## src/rtl/gpio_port_pkg.sv

```systemverilog
// Shared register-select encoding for the I/O port.
// Assumes a two-bit select field on the register interface.
package gpio_port_pkg;
    typedef enum logic [1:0] {
        SEL_LEVEL = 2'd0,
        SEL_DIR   = 2'd1,
        SEL_PIN   = 2'd2,
        SEL_NONE  = 2'd3
    } reg_sel_e;
endpackage

```

## src/rtl/gpio_port_regs.sv

```systemverilog
// Output-level and direction registers of the port.
// Assumes writes are single-cycle strobes; pin and unused selects are ignored.
module gpio_port_regs
    import gpio_port_pkg::*;
#(
    parameter int W = 8
) (
    input  logic         clk,
    input  logic         rst_n,
    input  logic         wr_en,
    input  logic [1:0]   sel,
    input  logic [W-1:0] wdata,
    output logic [W-1:0] level_q,
    output logic [W-1:0] dir_q
);
    // Load the selected writable register; reset makes every pin an input.
    always_ff @(posedge clk) begin
        if (!rst_n) begin
            level_q <= '0;
            dir_q   <= '0;
        end else if (wr_en) begin
            case (reg_sel_e'(sel))
                SEL_LEVEL: level_q <= wdata;
                SEL_DIR:   dir_q   <= wdata;
                default:   ;
            endcase
        end
    end
endmodule

```

## src/rtl/gpio_port_insync.sv

```systemverilog
// Input path: sleep gating followed by a multi-stage synchronizer.
// Assumes pin levels are asynchronous to clk; the last stage is the pin register.
module gpio_port_insync #(
    parameter int W      = 8,
    parameter int STAGES = 2
) (
    input  logic         clk,
    input  logic         rst_n,
    input  logic         sleep,
    input  logic [W-1:0] pin_i,
    output logic [W-1:0] pin_q
);
    logic [W-1:0] gated;
    logic [W-1:0] stg [STAGES];

    // Disabled input buffers present a constant zero during sleep.
    always_comb gated = sleep ? '0 : pin_i;

    // Shift the gated levels through the synchronizer chain.
    always_ff @(posedge clk) begin
        if (!rst_n) begin
            for (int s = 0; s < STAGES; s++) stg[s] <= '0;
        end else begin
            stg[0] <= gated;
            for (int s = 1; s < STAGES; s++) stg[s] <= stg[s-1];
        end
    end

    assign pin_q = stg[STAGES-1];
endmodule

```

## src/rtl/gpio_port_padctl.sv

```systemverilog
// Per-pin pad controls: output level, output enable and pull-up request.
// Assumes the level register doubles as pull-up select on input pins.
module gpio_port_padctl #(
    parameter int W = 8
) (
    input  logic         pull_dis,
    input  logic [W-1:0] level,
    input  logic [W-1:0] dir,
    output logic [W-1:0] out_o,
    output logic [W-1:0] oe_o,
    output logic [W-1:0] pu_o
);
    for (genvar i = 0; i < W; i++) begin : g_pin
        assign out_o[i] = level[i];
        assign oe_o[i]  = dir[i];
        assign pu_o[i]  = !dir[i] && level[i] && !pull_dis;
    end
endmodule

```

## src/rtl/gpio_port.sv

```systemverilog
// Top of the I/O port: register bank, input synchronizer, pad control and read mux.
// Assumes a combinational read of the selected register.
module gpio_port
    import gpio_port_pkg::*;
#(
    parameter int W      = 8,
    parameter int STAGES = 2
) (
    input  logic         clk,
    input  logic         rst_n,
    input  logic         wr_en,
    input  logic [1:0]   reg_sel,
    input  logic [W-1:0] wdata,
    output logic [W-1:0] rdata,
    input  logic [W-1:0] pin_in,
    input  logic         pull_dis,
    input  logic         sleep,
    output logic [W-1:0] pad_out,
    output logic [W-1:0] pad_oe,
    output logic [W-1:0] pad_pu
);
    logic [W-1:0] level_q, dir_q, pin_q;

    gpio_port_regs #(.W(W)) i_regs (
        .clk(clk), .rst_n(rst_n), .wr_en(wr_en), .sel(reg_sel),
        .wdata(wdata), .level_q(level_q), .dir_q(dir_q)
    );

    gpio_port_insync #(.W(W), .STAGES(STAGES)) i_sync (
        .clk(clk), .rst_n(rst_n), .sleep(sleep), .pin_i(pin_in), .pin_q(pin_q)
    );

    gpio_port_padctl #(.W(W)) i_pad (
        .pull_dis(pull_dis), .level(level_q), .dir(dir_q),
        .out_o(pad_out), .oe_o(pad_oe), .pu_o(pad_pu)
    );

    // Return the selected register; the unused select reads zero.
    always_comb begin
        case (reg_sel_e'(reg_sel))
            SEL_LEVEL: rdata = level_q;
            SEL_DIR:   rdata = dir_q;
            SEL_PIN:   rdata = pin_q;
            default:   rdata = '0;
        endcase
    end
endmodule

```

## config.mk

```make
export PLATFORM = sky130hd
export DESIGN_NAME = gpio_port
export DESIGN_NICKNAME = d
export VERILOG_FILES = /design/src/rtl/gpio_port_pkg.sv /design/src/rtl/gpio_port_regs.sv /design/src/rtl/gpio_port_insync.sv /design/src/rtl/gpio_port_padctl.sv /design/src/rtl/gpio_port.sv
export SDC_FILE = /design/constraint.sdc
export NUM_CORES = 1
export LEC_CHECK = 0
export ABC_AREA = 1
export BUFFER_PORTS_ARGS = -buffer_cell sky130_fd_sc_hd__buf_2
export CAP_MARGIN = 20
export CORE_MARGIN = 2
export CORE_UTILIZATION = 51
export CTS_CLUSTER_DIAMETER = 60
export DETAILED_ROUTE_END_ITERATION = 10
export PLACE_DENSITY = 0.9
export SLEW_MARGIN = 20
export SYNTH_ARGS = -nofsm -noshare
export SYNTH_HDL_FRONTEND = slang
export SYNTH_SLANG_ARGS = --single-unit
```

## constraint.sdc

```tcl
create_clock -name clk -period 2.2 [get_ports clk]
set_input_delay 0.66 -clock clk [delete_from_list [all_inputs] [get_ports clk]]
set_output_delay 0.66 -clock clk [all_outputs]
set_load 0.005 [all_outputs]
```

==> summary.txt <==
STA
  • Fin crit period: 2130 ps
  • Relative slew slack: 0.767
  • Slew Viols, Final: 0
  • Worst-Margin Slew: 349 ps
  • Max frequency: 469 MHz
  • Skew final: 7.21 ps
  • # setup viols final: 0
  • Endpoints failing hold: 0
  • Final period util: 0.970

Die
  • Initial core utilization: 0.546
  • Core area: 2520 um^2
  • Rows: 18
  • IO Count: 55
  • DIE HEIGHT: 56.0 um
  • Die area: 3130 um^2
  • DIE WIDTH: 56.0 um

Worst setup path
  • R2R Path Start: i_regs.dir_q[4]
  • CP required: 1540 ps
  • Reg2Reg Depth: 4
  • Crit start category: input port
  • WP data arrival: 1470 ps
  • CP endpoint kind: output pin
  • R2R Setup Slk: 1520 ps
  • Crit-path max FO: 3
  • CP endpoint: rdata[7]
  • Crit path from: reg_sel[1]
  • CP Class: input port to output pin
  • Reg-to-Reg End: i_regs.dir_q[4]

Yosys
  • Post-synthesis compound-gate area fraction: 0.0727
  • Synth Cell Area: 1380 um^2
  • Ys Warns: 0
  • Syn_area_per_cell: 6.88 um^2
  • Synthesized Nets: 223
  • Simple-gate share of the synthesized area: 0.325
  • Xor/xnor share of the synthesized area: 0
  • Register area share after synthesis: 0.465
  • Synth unique cells: 15
  • Multiplexer area fraction after synthesis: 0
  • Post-Synthesis Cells: 200
  • Synth Register Bits: 32
  • Synth Area in Adders: 0
  • Largest family of logic cells by synthesized area: simple AND/OR/NAND/NOR gates

Power and ir drop
  • Leak: 1.02 nW
  • Clock share of power: 0.361
  • VDD IR-drop max: 498 uV
  • Int Pwr: 0.000908 W
  • Sw power: 0.000300 W
  • PD cells: 684 nW/um^2
  • Part of the power in registers: 0.510
  • Logic gate share of total power: 0.128
  • Switching share of total power: 0.248
  • Design Power: 0.00121 W

Run
  • Max-cap check violation count: 0

Clock network
  • Sink Count: 32
  • Total CTS buffers: 5
  • CTS clk-pin slew, worst paths: 90 ps
  • CTS tree: yes
  • Root buf cell: clkbuf_4
  • Post CTS Setup Buffer Count: 0
  • Longest Clk Path Bufs: 2
  • H-tree levels: 2
  • Worst-skew pair later-pin latency: 320 ps

Routing
  • 1st-pass router iterations: 4
  • Via Count: 1330
  • Routed Antenna Nets: 0
  • Iteration-0 DRC Markers: 35
  • Drt wl/cell: 10.4 um
  • DRC Markers: 0
  • Routed WL: 3010 um
  • Vias/cell: 4.59

Placed design
  • Port bufs: 54
  • GP Congestion: 0.792
  • DP HPWL: 2170 um
  • # placed instances: 282

Layout
  • Area Overhead vs Synth: 28.2%
  • Final cell count without fillers: 290
  • Antenna Diode Count: 0
  • Most frequent cells in the layout: nand2_1 (55), buf_2 (54), nor2_1 (40), inv_1 (34), dfxtp_1 (32)
  • Fin nets: 282
  • Share of layout cells above drive strength 1: 0.288
  • Most common cell after layout, fill and taps aside: nand2_1

Global routing
  • Gr ovfl total: 0
  • Largest net degree at the start of global routing: 25
  • First-pass GRT wire length: 5020 um
  • Vias in the first global route: 1215
  • GRT Total Usage: 0.203
  • Initial antenna violation count: 0

Outcome
  • Status: complete, no violations

Min path
  • HP Class: flop to flop
==> flip-flops by register name (all words and copies together) (netlist names) <==
name	count
i_sync.stg	16
i_regs.dir_q	8
i_regs.level_q	8
==> worst min path at each step <==
stage | slack [ps] | cells after the start | to | startpoint
floorplan | 390 | 2 | i_sync.stg[0][10] | i_sync.stg[0][2]
global placement | 390 | 2 | i_sync.stg[0][11] | i_sync.stg[0][3]
detailed placement | 400 | 2 | i_sync.stg[0][11] | i_sync.stg[0][3]
CTS | 420 | 2 | i_sync.stg[0][11] | i_sync.stg[0][3]
global route | 460 | 2 | i_sync.stg[0][10] | i_sync.stg[0][2]
finish | 420 | 2 | i_sync.stg[0][15] | i_sync.stg[0][7]
==> stage by stage <==
step	worst slack (ps)	TNS, ps	area, um^2	hold WS, ps	util
final	65.6	0	1760	424	0.699
after global routing	-0.208	-0.208	1760	455	0.699
after global placement	70.6	0	1680	394	0.665
after floorplan	405	0	1380	390	-
after CTS	39.9	0	1760	425	0.696
after detailed placement	49.4	0	1680	402	0.665
==> routing by layer <==
layer,global-route usage,wire length (um),vias up,share of wire
li1,-,-,713,-
met1,0.245,1440,566,0.48
met2,0.342,1370,46,0.45
met3,0.0605,175,5,0.058
met4,0.0714,33,0,0.011
met5,0,0,-,0
==> worst max-delay path, cell delays in order <==
cell and delay, ps:
buf_2 120, inv_1 130, nand2_2 100, buf_4 160, o211ai_1 160, buf_2 140
==> power groups by stage <==
stage / Sequential (W) / Clock (W) / Combinational [W]
3_5_place_dp: 0.000630 / 0 / 0.000153
2_1_floorplan: 0.000630 / 0 / 0.0000866
6_report: 0.000616 / 0.000436 / 0.000155
3_3_place_gp: 0.000629 / 0 / 0.000150
5_1_grt: 0.000620 / 0.000473 / 0.000175
4_1_cts: 0.000616 / 0.000443 / 0.000154
==> cells in the mapped netlist <==
cell       n  area (um^2)
a21oi_1    8         40.0
buf_2      3         15.0
buf_4      2         15.0
buf_6      2         22.5
clkbuf_1   2         7.51
dfxtp_1   32          641
inv_1     34          128
nand2_1   56          210
nand2_2    2         12.5
nand3_1    8         40.0
nand3_4    1         17.5
nor2_1    40          150
nor2_2     1         6.26
nor2_4     1         11.3
o211ai_1   8         60.1
==> cell type report <==
class,count,area [um^2]
fillers,247,758
flip-flops and latches,32,641
multi-input cells,125,556
repair buffers,61,323
inverters,34,128
clock inverters,3,42.5
clock buffers,5,37.5
well taps,30,37.5
==> repair_timing <==
action                                  in CTS  in global routing
gates resized for setup                      0                  2
hold buffers                                 0                  0
endpoints found under the setup margin       0                  7
==> cells by family after synthesis <==
logic type / count (synthesis)
compound gates: 16
buf+inv: 43
flops: 32
simple gates: 109
Note: power is estimated with default switching activity, not from simulation.
